[src/rtl/xbus_pkg.sv]
package xbus_pkg;

    localparam int CPU_W  = 32;
    localparam int LANES  = CPU_W / 8;
    localparam int EXT_W  = 16;

    typedef enum logic [1:0] {
        ST_IDLE = 2'd0,
        ST_BUS  = 2'd1,
        ST_DONE = 2'd2
    } xbus_state_e;

    // CPU lane that holds byte offset 'off' of the word
    function automatic logic [1:0] lane_of(input logic [1:0] off, input logic le);
        return le ? off : (2'd3 - off);
    endfunction

    // index of the lowest pending bus cycle
    function automatic logic [1:0] first_beat(input logic [3:0] p);
        logic [1:0] b;
        b = 2'd0;
        for (int i = 3; i >= 0; i--) begin
            if (p[i]) b = 2'(i);
        end
        return b;
    endfunction

endpackage

[src/rtl/xbus_area_decode.sv]
module xbus_area_decode #(
    parameter int N  = 8,
    parameter int RW = 9
) (
    input  logic [RW-1:0]          addr_hi,
    input  logic [N-1:0]           en,
    input  logic [N*RW-1:0]        base,
    input  logic [N*RW-1:0]        mask,
    output logic [N-1:0]           match,
    output logic                   hit,
    output logic [$clog2(N)-1:0]   idx
);
    localparam int IW = $clog2(N);

    for (genvar g = 0; g < N; g++) begin : g_area
        assign match[g] = en[g] &&
            (((addr_hi ^ base[g*RW +: RW]) & ~mask[g*RW +: RW]) == '0);
    end

    always_comb begin
        hit = |match;
        idx = '0;
        for (int i = N - 1; i >= 0; i--) begin
            if (match[i]) idx = IW'(i);
        end
    end

endmodule

[src/rtl/xbus_beat_plan.sv]
module xbus_beat_plan
    import xbus_pkg::*;
(
    input  logic [3:0] be,
    input  logic       wide,
    input  logic       le,
    output logic [3:0] pend
);
    always_comb begin
        pend = '0;
        if (wide) begin
            for (int b = 0; b < 2; b++) begin
                pend[b] = be[lane_of(2'(2*b), le)] | be[lane_of(2'(2*b+1), le)];
            end
        end else begin
            for (int k = 0; k < 4; k++) begin
                pend[k] = be[lane_of(2'(k), le)];
            end
        end
    end
endmodule

[src/rtl/xbus_lane_mux.sv]
module xbus_lane_mux
    import xbus_pkg::*;
(
    input  logic [1:0]        beat,
    input  logic              wide,
    input  logic              le,
    input  logic [CPU_W-1:0]  wdata,
    input  logic [LANES-1:0]  be,
    input  logic [CPU_W-1:0]  acc,
    input  logic [EXT_W-1:0]  din,
    output logic [EXT_W-1:0]  dout,
    output logic [1:0]        bsel,
    output logic [CPU_W-1:0]  merged
);
    logic [1:0] lh, ll;

    always_comb begin
        merged = acc;
        if (wide) begin
            lh = lane_of({beat[0], 1'b0}, le);
            ll = lane_of({beat[0], 1'b1}, le);
            dout = {wdata[8*lh +: 8], wdata[8*ll +: 8]};
            bsel = {be[lh], be[ll]};
            if (be[lh]) merged[8*lh +: 8] = din[15:8];
            if (be[ll]) merged[8*ll +: 8] = din[7:0];
        end else begin
            lh = lane_of(beat, le);
            ll = lh;
            dout = {8'h00, wdata[8*lh +: 8]};
            bsel = {1'b0, be[lh]};
            if (be[lh]) merged[8*lh +: 8] = din[7:0];
        end
    end
endmodule

[src/rtl/xbus_cs_ctrl.sv]
module xbus_cs_ctrl
    import xbus_pkg::*;
#(
    parameter int N_AREA = 8,
    parameter int ADDR_W = 25,
    parameter int GRAN_W = 16,
    parameter int WAIT_W = 3
) (
    input  logic                         clk,
    input  logic                         rst_n,
    input  logic                         cpu_req,
    input  logic                         cpu_we,
    input  logic [ADDR_W-1:2]            cpu_addr,
    input  logic [LANES-1:0]             cpu_be,
    input  logic [CPU_W-1:0]             cpu_wdata,
    output logic                         cpu_rdy,
    output logic [CPU_W-1:0]             cpu_rdata,
    output logic                         cpu_err,
    input  logic [N_AREA-1:0]            cfg_en,
    input  logic [N_AREA*(ADDR_W-GRAN_W)-1:0] cfg_base,
    input  logic [N_AREA*(ADDR_W-GRAN_W)-1:0] cfg_mask,
    input  logic [N_AREA*WAIT_W-1:0]     cfg_wait,
    input  logic [N_AREA-1:0]            cfg_wide,
    input  logic                         cfg_le_en,
    input  logic [$clog2(N_AREA)-1:0]    cfg_le_area,
    output logic [ADDR_W-1:0]            ext_addr,
    output logic [N_AREA-1:0]            ext_cs_n,
    output logic                         ext_rd_n,
    output logic                         ext_wr_n,
    output logic [1:0]                   ext_be,
    output logic [EXT_W-1:0]             ext_dout,
    output logic                         ext_oe,
    input  logic [EXT_W-1:0]             ext_din
);
    localparam int RW = ADDR_W - GRAN_W;
    localparam int IW = $clog2(N_AREA);
    localparam int CW = WAIT_W + 1;

    typedef struct packed {
        xbus_state_e        st;
        logic [ADDR_W-3:0]  addr;
        logic               we;
        logic [CPU_W-1:0]   wdata;
        logic [LANES-1:0]   be;
        logic               hit;
        logic [IW-1:0]      area;
        logic               wide;
        logic               le;
        logic [WAIT_W-1:0]  wt;
        logic [3:0]         pend;
        logic [CW-1:0]      cnt;
        logic [CPU_W-1:0]   rdata;
        logic               err;
    } ctl_t;

    ctl_t ctl_d, ctl_q;

    // decode of the incoming request
    logic [N_AREA-1:0] dec_match;
    logic              dec_hit;
    logic [IW-1:0]     dec_idx;
    logic              dec_wide;
    logic              dec_le;
    logic [3:0]        dec_pend;

    xbus_area_decode #(.N(N_AREA), .RW(RW)) u_dec (
        .addr_hi (cpu_addr[ADDR_W-1:GRAN_W]),
        .en      (cfg_en),
        .base    (cfg_base),
        .mask    (cfg_mask),
        .match   (dec_match),
        .hit     (dec_hit),
        .idx     (dec_idx)
    );

    assign dec_wide = cfg_wide[dec_idx];
    assign dec_le   = cfg_le_en && (cfg_le_area == dec_idx);

    xbus_beat_plan u_plan (
        .be   (cpu_be),
        .wide (dec_wide),
        .le   (dec_le),
        .pend (dec_pend)
    );

    // lane routing of the cycle in progress
    logic [1:0]       beat;
    logic [EXT_W-1:0] mux_dout;
    logic [1:0]       mux_be;
    logic [CPU_W-1:0] mux_rdata;

    assign beat = first_beat(ctl_q.pend);

    xbus_lane_mux u_mux (
        .beat   (beat),
        .wide   (ctl_q.wide),
        .le     (ctl_q.le),
        .wdata  (ctl_q.wdata),
        .be     (ctl_q.be),
        .acc    (ctl_q.rdata),
        .din    (ext_din),
        .dout   (mux_dout),
        .bsel   (mux_be),
        .merged (mux_rdata)
    );

    logic          last_clk;
    logic [3:0]    pend_rest;

    assign last_clk  = (ctl_q.cnt == ({1'b0, ctl_q.wt} + CW'(1)));
    assign pend_rest = ctl_q.pend & ~(4'b0001 << beat);

    always_comb begin
        ctl_d = ctl_q;
        unique case (ctl_q.st)
            ST_IDLE: begin
                if (cpu_req) begin
                    ctl_d.addr  = cpu_addr;
                    ctl_d.we    = cpu_we;
                    ctl_d.wdata = cpu_wdata;
                    ctl_d.be    = cpu_be;
                    ctl_d.hit   = dec_hit;
                    ctl_d.area  = dec_idx;
                    ctl_d.wide  = dec_wide;
                    ctl_d.le    = dec_le;
                    ctl_d.wt    = dec_hit ? cfg_wait[dec_idx*WAIT_W +: WAIT_W] : '0;
                    ctl_d.pend  = dec_hit ? dec_pend : 4'b0001;
                    ctl_d.cnt   = '0;
                    ctl_d.rdata = '0;
                    ctl_d.err   = !dec_hit;
                    ctl_d.st    = (dec_hit && dec_pend == 4'b0000) ? ST_DONE : ST_BUS;
                end
            end
            ST_BUS: begin
                if (last_clk) begin
                    ctl_d.cnt = '0;
                    if (ctl_q.hit) begin
                        if (!ctl_q.we) ctl_d.rdata = mux_rdata;
                        ctl_d.pend = pend_rest;
                        if (pend_rest == 4'b0000) ctl_d.st = ST_DONE;
                    end else begin
                        ctl_d.pend = 4'b0000;
                        ctl_d.st   = ST_DONE;
                    end
                end else begin
                    ctl_d.cnt = ctl_q.cnt + CW'(1);
                end
            end
            ST_DONE: begin
                ctl_d.st = ST_IDLE;
            end
            default: ctl_d.st = ST_IDLE;
        endcase
    end

    always_ff @(posedge clk or negedge rst_n) begin
        if (!rst_n) begin
            ctl_q <= '0;
        end else begin
            ctl_q <= ctl_d;
        end
    end

    // port drive
    logic busy, active, strobe;
    logic [1:0] off;

    assign busy   = (ctl_q.st == ST_BUS);
    assign active = busy && ctl_q.hit;
    assign strobe = active && (ctl_q.cnt != '0);
    assign off    = ctl_q.wide ? {beat[0], 1'b0} : beat;

    assign ext_addr  = {ctl_q.addr, off};
    assign ext_cs_n  = active ? ~(N_AREA'(1) << ctl_q.area) : '1;
    assign ext_rd_n  = !(strobe && !ctl_q.we);
    assign ext_wr_n  = !(strobe && ctl_q.we);
    assign ext_be    = active ? mux_be : 2'b00;
    assign ext_oe    = active && ctl_q.we;
    assign ext_dout  = (active && ctl_q.we) ? mux_dout : '0;
    assign cpu_rdy   = (ctl_q.st == ST_DONE);
    assign cpu_rdata = cpu_rdy ? ctl_q.rdata : '0;
    assign cpu_err   = cpu_rdy && ctl_q.err;

    // assertions
    assert_cs_onehot_R1: assert property (@(posedge clk) disable iff (!rst_n)
        $onehot0(~ext_cs_n));

    assert_lowest_wins_R2: assert property (@(posedge clk) disable iff (!rst_n)
        (ctl_q.st == ST_IDLE && cpu_req && dec_hit) |->
        ((dec_match & ((N_AREA'(1) << dec_idx) - N_AREA'(1))) == '0));

    assert_wait_bound_R3: assert property (@(posedge clk) disable iff (!rst_n)
        busy |-> (ctl_q.cnt <= ({1'b0, ctl_q.wt} + CW'(1))));

    assert_strobe_excl_R3: assert property (@(posedge clk) disable iff (!rst_n)
        !(!ext_rd_n && !ext_wr_n));

    assert_strobe_has_cs_R3: assert property (@(posedge clk) disable iff (!rst_n)
        (!ext_rd_n || !ext_wr_n) |-> !(&ext_cs_n));

    assert_narrow_upper_be_R5: assert property (@(posedge clk) disable iff (!rst_n)
        (active && !ctl_q.wide) |-> (ext_be[1] == 1'b0));

    assert_rdy_pulse_R8: assert property (@(posedge clk) disable iff (!rst_n)
        cpu_rdy |=> !cpu_rdy);

    assert_miss_quiet_R9: assert property (@(posedge clk) disable iff (!rst_n)
        (busy && !ctl_q.hit) |-> ((&ext_cs_n) && ext_rd_n && ext_wr_n && !ext_oe));

endmodule

[config.mk]
export PLATFORM = sky130hd
export DESIGN_NAME = xbus_cs_ctrl
export DESIGN_NICKNAME = d
export VERILOG_FILES = /design/src/rtl/xbus_pkg.sv /design/src/rtl/xbus_area_decode.sv /design/src/rtl/xbus_beat_plan.sv /design/src/rtl/xbus_lane_mux.sv /design/src/rtl/xbus_cs_ctrl.sv
export SDC_FILE = /design/constraint.sdc
export NUM_CORES = 1
export LEC_CHECK = 0
export BUFFER_PORTS_ARGS = -buffer_cell sky130_fd_sc_hd__buf_2
export CAP_MARGIN = 10
export CORE_AREA = 2 2 148 150
export CTS_CLUSTER_DIAMETER = 200
export DETAILED_ROUTE_END_ITERATION = 8
export DIE_AREA = 0 0 150 152
export PLACE_DENSITY = 0.7
export SYNTH_ARGS = -nofsm -noshare
export SYNTH_HDL_FRONTEND = slang
export SYNTH_HIERARCHICAL = 1
export SYNTH_SLANG_ARGS = --single-unit
[constraint.sdc]
create_clock -name clk -period 3.3 [get_ports clk]
set_input_delay 0.165 -clock clk [delete_from_list [all_inputs] [get_ports clk]]
set_output_delay 0.165 -clock clk [all_outputs]
set_load 0.1 [all_outputs]
; Yosys cells after proc, flatten, opt, wreduce, memory -nomap -nowiden
; Cells that the tools add are included.
; Widths: inputs -> output; s select.
[op_classes]
addsub = 8
shift = 12
reduce_logical = 39
n_mux = 67
order_cmp = 8
n_bitwise = 29
multipliers = 1
eq_ne = 10
[ops]
columns = cell, n
row1 = $mux 32, 9
row2 = $mux 112, 1
row3 = $neg 5->34, 3
row4 = $shift 8x34->32 const A, 3
row5 = $shiftx 8x34->32, 3
row6 = $bwmux 32, 3
row7 = $shiftx 32x6->8, 3
row8 = $pmux 40 s2, 1
row9 = $and 9x9->9, 8
row10 = $logic_not 9->1, 8
row11 = $not 9->9, 8
row12 = $xor 9x9->9, 8
row13 = $mux 2, 20
row14 = $mux 16, 2
row15 = $mux 3, 9
row16 = $shiftx 24x6->3, 1
row17 = $lt 2x3->1 const B, 7
row18 = $logic_and 1x1->1, 16
row19 = $mux 4, 4
row20 = $bmux 1 s2, 7
row21 = $logic_not 4->1, 2
row22 = $mux 1, 8
row23 = $mux 8, 1
row24 = $ne 2x2->1 const B, 4
row25 = other kinds (26), 35
[totals]
output_inout_bits = 88
reg_bits = 112
input_bits = 267

; Logic depth before layout (Yosys ltp)
; Gate-level depths: netlist of the first run.
[logic_depth]
ltp_word = 24
depth_mapped = 19
depth_no_buf = 16

; Cells and area by module
; Netlist of the first run, hierarchy kept.
[modules_own_cells]
columns = module, cells_per_inst, seq_area_each_um2, area_per_inst_um2, n_inst
row1 = xbus_cs_ctrl, 628, 2802.7, 5534.1, 1
row2 = xbus_lane_mux, 329, 0.0, 2508.7, 1
row3 = xbus_area_decode, 157, 0.0, 1231.2, 1
row4 = xbus_beat_plan, 13, 0.0, 82.6, 1

; Worst setup path after synthesis of the first run
; OpenSTA, ideal clock, no wires.
[synth_path]
path_type = in2reg
from = in cpu_addr[16] in the netlist's numbering
to = reg ctl_q[111] in the netlist's numbering
setup_slack_ns = -0.030
arrival_time_ns = 3.210
n_path_buf = 2
cell_stages = 17
required_time_ns = 3.180
path_cell_list = buf_6 > xnor2_1 > o22ai_1 > nor2_2 > o2111ai_2 > nor2b_1 > o221ai_1 > a21oi_1 > buf_2 > mux4_2 > mux2_2 > nor3b_1 > o32ai_1 > nor3_1 > a31oi_1 > nor2_1 > and3_1
[synth_between]
elab_cells_between_ends = 66
[synth_rtl]
columns = element, line
row1 = "start, declared", xbus_cs_ctrl.sv:13  ; input logic [ADDR_W-1:2] cpu_addr,
row2 = $xor 9x9->9, xbus_area_decode.sv:17  ; (((addr_hi ^ base[g*RW +: RW]) & ~mask[g*RW +: RW]) == '0);
row3 = $and 9x9->9, xbus_area_decode.sv:17
row4 = $logic_not 9->1, xbus_area_decode.sv:17
row5 = $logic_and 1x1->1, xbus_area_decode.sv:16  ; assign match[g] = en[g] &&
row6 = $mux 3 (7 in a row), xbus_area_decode.sv:24  ; if (match[i]) idx = IW'(i);
row7 = $mux 3 *, xbus_area_decode.sv:24
row8 = net dec_idx[0], xbus_cs_ctrl.sv:61  ; logic [IW-1:0] dec_idx;
row9 = $bmux 1 s3 *, xbus_cs_ctrl.sv:76  ; assign dec_wide = cfg_wide[dec_idx];
row10 = $mux 1 (not written as such) *, xbus_cs_ctrl.sv:76
row11 = net dec_wide, xbus_cs_ctrl.sv:62  ; logic dec_wide;
row12 = $mux 2 *, xbus_beat_plan.sv:11  ; if (wide) begin
row13 = net dec_pend[1], xbus_cs_ctrl.sv:64  ; logic [3:0] dec_pend;
row14 = $logic_not 4->1 *, xbus_cs_ctrl.sv:131  ; ctl_d.st = (dec_hit && dec_pend == 4'b0000) ? ST_DONE : ST_BUS;
row15 = $logic_and 1x1->1 *, xbus_cs_ctrl.sv:131
row16 = $mux 2 *, xbus_cs_ctrl.sv:131
row17 = $mux 112 *, xbus_cs_ctrl.sv:117  ; if (cpu_req) begin
row18 = $pmux 2 s2 *, xbus_cs_ctrl.sv:115  ; unique case (ctl_q.st)
row19 = "end signal, assigned", xbus_cs_ctrl.sv:160  ; ctl_q <= ctl_d;
row20 = "end, declared", xbus_cs_ctrl.sv:56  ; ctl_t ctl_d, ctl_q;
; The timed path passes the listed nets; every way through them passes the cells marked *. The select of a mux whose other input is x is not followed.
; A chain may end at the register's enable or synchronous reset.

; Final worst setup path of the first run
[layout_path]
from = reg ctl_q[37] in the netlist's numbering
to = out ext_dout[7]
[layout_between]
elab_chain_cells = 6
elab_cells_between_ends = 9
[layout_lines]
columns = element, line
row1 = $mux 2 *, xbus_pkg.sv:23  ; if (p[i]) b = 2'(i);
row2 = net beat[0], xbus_cs_ctrl.sv:87  ; logic [1:0] beat;
row3 = $sub 2x2->2, xbus_pkg.sv:15  ; return le ? off : (2'd3 - off);
row4 = $mux 2, xbus_pkg.sv:15
row5 = "$shiftx 32x6->8, on equally long branches", "xbus_lane_mux.sv:29, xbus_lane_mux.sv:22"
row6 = $mux 16 *, xbus_lane_mux.sv:19  ; if (wide) begin
row7 = net mux_dout[7], xbus_cs_ctrl.sv:88  ; logic [EXT_W-1:0] mux_dout;
row8 = $mux 16 *, xbus_cs_ctrl.sv:179  ; assign ext_dout = (active && ctl_q.we) ? mux_dout : '0;
row9 = "end, declared", xbus_cs_ctrl.sv:31  ; output logic [EXT_W-1:0] ext_dout,
; The timed path passes the listed nets; every way through them passes the cells marked *.

==> flow_summary.toml, run 1 <==
[pwr]
power.share.clock_pct = 11.5
cell_internal_pwr_mw = 4.42
net_switching_power_of_the_design_mw = 5.13
sw_frac_of_total_pct = 53.7
power_mw = 9.55
leakagePower_nw = 5.90
share_comb_of_total_power_pct = 64.2
power_density_nw_per_um2 = 770
irDropWorstVdd_v = 0.000679
p_seq_share_pct = 24.2

[clock_tree]
max-clock-path-buffers = 2
tritoncts_num_sinks = 112
clk_root_buffer_cell = "sky130_fd_sc_hd__clkbuf_16"
cts.clk_slew.worst_paths_ps = 80
cts_tree = "done"
tritoncts.num_buffers = 9
clock_latency_ps = 370
htree_levels = 3

[drt]
avgViaCountPerCell = 5.65
route.final.wire_length_um = 37600
firstDrtPassIters = 5
antenna_violation_net_count_after_detailed_routing = 0
drt_first_iter_violations = 667
routed_wire_length_per_instance_um = 21.0
drc = 0
num_vias = 10096

[global_routing]
grt-ovfl-total = 0
grt_start_max_net_pins = 108
grt_pass1_vias = 9905
gr-usage-all-layers_pct = 32.4
grt_antenna_before_repair = 2
first_pass_grt_wire_length_um = 56900

[final_layout]
fill_cell_total_of_the_finished_layout = 1965
drive_gt1_share_pct = 33.3
syn_to_final_growth_pct = 32.8
final_net_count = 1781
multiInputGateArea_sq_um = 5880
area.sequential_sq_um = 2800
final_design_area_no_fill_sq_um = 12400

[critical_path]
critical_path.reg2reg.startpoint = "ctl_q[39]"
highest_fanout_seen_on_the_critical_path = 8
worst-r2r-setup-slack_ps = 240
rr_worst_depth = 12
timing.critical_path.to_type = "output pin"
timing.critical_path.from_type = "flip-flop"
cp_cell_sequence = "o21bai_1 -> inv_1 -> inv_1 -> ha_4 -> inv_2 -> mux2i_2 -> buf_6 -> mux4_1 -> and3_1 -> buf_4"
rr_endpoint = "ctl_q[1]"
slowest_stage = "sky130_fd_sc_hd__mux4_1"
cp-startpoint = "ctl_q[37]"
timing.critical_path.buf_inv = 5
critical_path_required_ps = 3130
timing.critical_path.mode_cell = "sky130_fd_sc_hd__inv_1"
crit_path_max_incr_delay_ps = 590
worst_path_dominant_cell_family = "multiplexers"
critical_path_class = "reg -> out"
arrival_ps = 2970

[floorplan]
design.portCount = 355
fp.dieW_um = 150
design.die.area_sq_um = 22800
rows = 54
fp.dieH_um = 152
initial_utilization_pct = 43.8
core-area_sq_um = 21400

[timing]
final.period_utilization_pct = 95.0
post-route-min-period_ps = 3140
tightestPinTransition_ps = 1180
relSlewSlack_pct = 21.3
max_clock_freq_mhz = 319
whs_ps = 2.79
drv_slew = 0
final.setup_skew_ps = 10.9
timing.final.hold_violations = 0
fin_tns_setup_ps = 0
setup_slack_ps = 164
setup_viol = 0

[logic_synthesis]
number_of_warnings_printed_during_yosys_synthesis = 6
syn-num-nets = 1404
synth_area_sq_um = 9340
postSynthAreaPerCell_sq_um = 8.32
synth_cells = 1123

[placement]
number_of_i_o_port_buffers = 354
dp_hpwl_um = 28500
finalWeightedCongestion = 0.950
place_worst_setup_slack_ps = -360
postPlaceCellArea_sq_um = 11600

[worst_hold_path]
worst_hold_class = "in -> reg"
min_delay_worst_endpoint = "ctl_q[70]"
holdPathStages = 3
hold_start = "cpu_wdata[16]"

[run_status]
outcome = "finished clean"

[flow_run]
maxCapViolCount = 0
-- final cells by class --
type	count	share of cell area, %
antenna	2	0.0403
clock buffer	9	1.82
clock inverter	6	0.484
inverter	45	1.36
multi-input combinational	865	47.4
sequential	112	22.6
tap	280	2.82
timing repair buffer	467	23.5
-- metrics by stage --
step	util [%]	cells
floorplan	-	1123
global placement	54.2	1723
finish	58.1	1786
CTS	57.7	1782
detailed placement	54.2	1723
global route	58.1	1785
-- worst register-to-register path: cells and delay by family (launching register included) --
| kind | cells | cell delay [ps] |
|---|---|---|
| compound gates | 2 | 250 |
| xor+xnor | 1 | 470 |
| fa+ha+maj | 1 | 360 |
| buf+inv | 3 | 520 |
| flops | 1 | 360 |
| simple gates | 5 | 1000 |
-- worst max path at each step --
stage	slack, ps	cells past startpoint	to
floorplan	60	17	ctl_q[111]
global placement	-360	18	ctl_q[111]
detailed placement	-360	18	ctl_q[111]
CTS	30	18	ctl_q[111]
global route	-60	12	ctl_q[1]
finish	160	10	ext_dout[7]
-- power by group through the flow --
stage                     Clock (mW)  Sequential, mW  Combinational (mW)
after floorplan                    0            2.15                4.71
after global placement             0            2.29                5.77
after detailed placement           0            2.30                5.84
after CTS                       1.13            2.30                5.98
after global routing            1.17            2.39                6.51
final                           1.10            2.31                6.14
-- placed cells by master (no fill, tap or decap), types with 40 or more instances in the layout --
cell type,n
sky130_fd_sc_hd__buf_2,338
sky130_fd_sc_hd__nand2_1,274
sky130_fd_sc_hd__dfrtp_1,112
sky130_fd_sc_hd__xnor2_1,71
sky130_fd_sc_hd__buf_4,71
sky130_fd_sc_hd__nor2_1,60
sky130_fd_sc_hd__and2_1,46
sky130_fd_sc_hd__o22ai_1,46
sky130_fd_sc_hd__inv_1,44
sky130_fd_sc_hd__dlygate4sd3_1,42
sky130_fd_sc_hd__o221ai_1,40
-- routing by layer --
metal / track usage [%] / part of all wire [%] / wire, um
met2: 52.7 / 48 / 17900
met5: 3.04 / 0.30 / 113
met4: 7.59 / 2.2 / 820
met3: 7.96 / 8.2 / 3080
met1: 43.2 / 42 / 15700
-- registers in the layout (all words and copies together), names as in the netlist --
signal / count
ctl_q: 89
ext_addr: 23
-- what timing repair did --
item	CTS	global route
resized for setup	3	18
hold endpoints to repair	70	0
cloned	1	0
endpoints found under the setup margin	9	36
hold buffers	42	0
buffers inserted	1	2
pin swaps	0	3
Note: power is estimated with default switching activity, not from simulation.
==> run 2, diff against run 1 <==
--- a/config.mk
+++ b/config.mk
@@ -12,6 +12,7 @@
 export DETAILED_ROUTE_END_ITERATION = 8
 export DIE_AREA = 0 0 150 152
 export PLACE_DENSITY = 0.7
+export SLEW_MARGIN = 20
 export SYNTH_ARGS = -nofsm -noshare
 export SYNTH_HDL_FRONTEND = slang
 export SYNTH_HIERARCHICAL = 1
==> constraint.sdc (replaced) <==
create_clock -name clk -period 3.85 [get_ports clk]
set_input_delay 0.1925 -clock clk [delete_from_list [all_inputs] [get_ports clk]]
set_output_delay 0.1925 -clock clk [all_outputs]
set_load 0.1 [all_outputs]
==> flow_summary.toml, run 2 (synthesis gave the netlist of run 1 again) <==
[run_status]
outcome = "finished clean"

[critical_path]
slowest_stage = "sky130_fd_sc_hd__mux4_2"
critical_path_class = "reg -> out"
critical_path.reg2reg.startpoint = "ctl_q[40]"
crit_path_max_incr_delay_ps = 730
timing.critical_path.to_type = "output pin"
cp_cell_sequence = "nor2b_1 -> o21bai_1 -> inv_1 -> inv_1 -> ha_1 -> inv_1 -> mux4_2 -> mux2_2 -> and3_1 -> buf_2"
rr_endpoint = "ctl_q[10]"
timing.critical_path.to = "ext_be[0]"
timing.critical_path.from_type = "flip-flop"
highest_fanout_seen_on_the_critical_path = 15
rr_worst_depth = 11
timing.critical_path.mode_cell = "sky130_fd_sc_hd__inv_1"
critical_path_required_ps = 3660
worst-r2r-setup-slack_ps = 620
cp-startpoint = "ctl_q[40]"
arrival_ps = 3500

[final_layout]
flip_flop_count_of_the_largest_register_all_copies_and_words_added = 89
final_common_cell = "sky130_fd_sc_hd__buf_2"
syn_to_final_growth_pct = 23.5
largest_register_by_flop_count = "ctl_q"
layout.cells.most_common_list = "sky130_fd_sc_hd__buf_2, sky130_fd_sc_hd__nand2_1, sky130_fd_sc_hd__dfrtp_1"
final_net_count = 1693
fill_cell_total_of_the_finished_layout = 2059
drive_gt1_share_pct = 31.5

[global_routing]
gr-usage-all-layers_pct = 30.9
grt_start_max_net_pins = 108
first_pass_grt_wire_length_um = 53900
grt_pass1_vias = 9066
grt_antenna_before_repair = 1
grt-ovfl-total = 0

[drt]
num_vias = 9592
avgViaCountPerCell = 5.65
firstDrtPassIters = 5
antenna_violation_net_count_after_detailed_routing = 0
drc = 0
routed_wire_length_per_instance_um = 21.3
route.final.wire_length_um = 36200
drt_first_iter_violations = 856

[clock_tree]
tritoncts.num_buffers = 9
cts.repair_timing.setup_buffer_count = 0
tritoncts_num_sinks = 112
htree_levels = 3
cts_tree = "done"
cts.clk_slew.worst_paths_ps = 90
clock_latency_ps = 370
clk_root_buffer_cell = "sky130_fd_sc_hd__clkbuf_16"
max-clock-path-buffers = 2

[floorplan]
design.die.area_sq_um = 22800
fp.dieW_um = 150
rows = 54
fp.dieH_um = 152
core-area_sq_um = 21400
initial_utilization_pct = 43.8
design.portCount = 355

[timing]
tightestPinTransition_ps = 897
post-route-min-period_ps = 3690
final.setup_skew_ps = 9.20
max_clock_freq_mhz = 271
fin_tns_setup_ps = 0
timing.final.hold_violations = 0
relSlewSlack_pct = 40.2
whs_ps = 3.21
setup_slack_ps = 157
drv_slew = 0
final.period_utilization_pct = 95.9
setup_viol = 0

[placement]
number_of_i_o_port_buffers = 354
finalWeightedCongestion = 0.993
place_worst_setup_slack_ps = 37.2
dp_hpwl_um = 28200

[pwr]
irDropWorstVdd_v = 0.000828
leakagePower_nw = 5.47
power_density_nw_per_um2 = 689

[flow_run]
maxCapViolCount = 0

[worst_hold_path]
hold_start = "cpu_addr[5]"
worst_hold_class = "in -> reg"
## run 2: area by class of cell
class	count	area, sq um	share of cell area, %
Antenna cell	1	2.50	0.0217
Clock buffer	9	225	1.95
Clock inverter	7	82.6	0.716
Inverter	45	169	1.46
Multi-Input combinational cell	865	5850	50.7
Sequential cell	112	2800	24.3
Tap cell	280	350	3.04
Timing Repair Buffer	379	2060	17.8
## run 2: layer usage
| layer | share of wire, % | track usage [%] | routed length, um |
|---|---|---|---|
| met1 | 42 | 41.9 | 15200 |
| met5 | 0 | 0 | 0 |
| met2 | 47 | 49.0 | 16900 |
| met4 | 2.5 | 7.41 | 903 |
| met3 | 8.8 | 8.74 | 3180 |
## run 2: worst min path at each step
stage / end / slack, ps / cells past startpoint
finish: ext_addr[5] / 3 / 3
global route: ext_addr[4] / 7 / 3
CTS: ctl_q[75] / 0.9 / 3
detailed placement: ctl_q[18] / 360 / 1
global placement: ctl_q[18] / 360 / 1
floorplan: ctl_q[0] / -100 / 0
## run 2: power breakdown
part	leakage, nW	switching, mW	internal (mW)
clock network	0.147	0.521	0.467
registers	1.45	0.417	1.58
logic	3.87	3.40	1.56
total	5.47	4.34	3.61
## run 2: metrics by stage
step	instances	area [sq um]	total power, mW	utilization, %
6_report	1698	11500	7.95	54.0
5_1_grt	1698	11500	8.40	54.0
3_3_place_gp	1677	11100	6.75	52.2
3_5_place_dp	1677	11100	6.82	52.2
2_1_floorplan	1123	9340	5.88	-
4_1_cts	1695	11500	7.82	53.8
## run 2: timing repair
action                                  CTS  global route
hold buffers                              2             1
endpoints found under the setup margin    6             3
gates cloned                              0             1
gates resized for setup                   1             1
endpoints found under the hold margin    65             1
## run 2: worst max-delay path: cells and delay by family, from the launching register on
kind                       cells  cell delay (ps)
AOI/OAI and AO/OA              1              160
muxes                          2             1080
and+or+nand+nor                2              340
DFF                            1              430
buffers and inverters          4              860
adders and majority gates      1              260
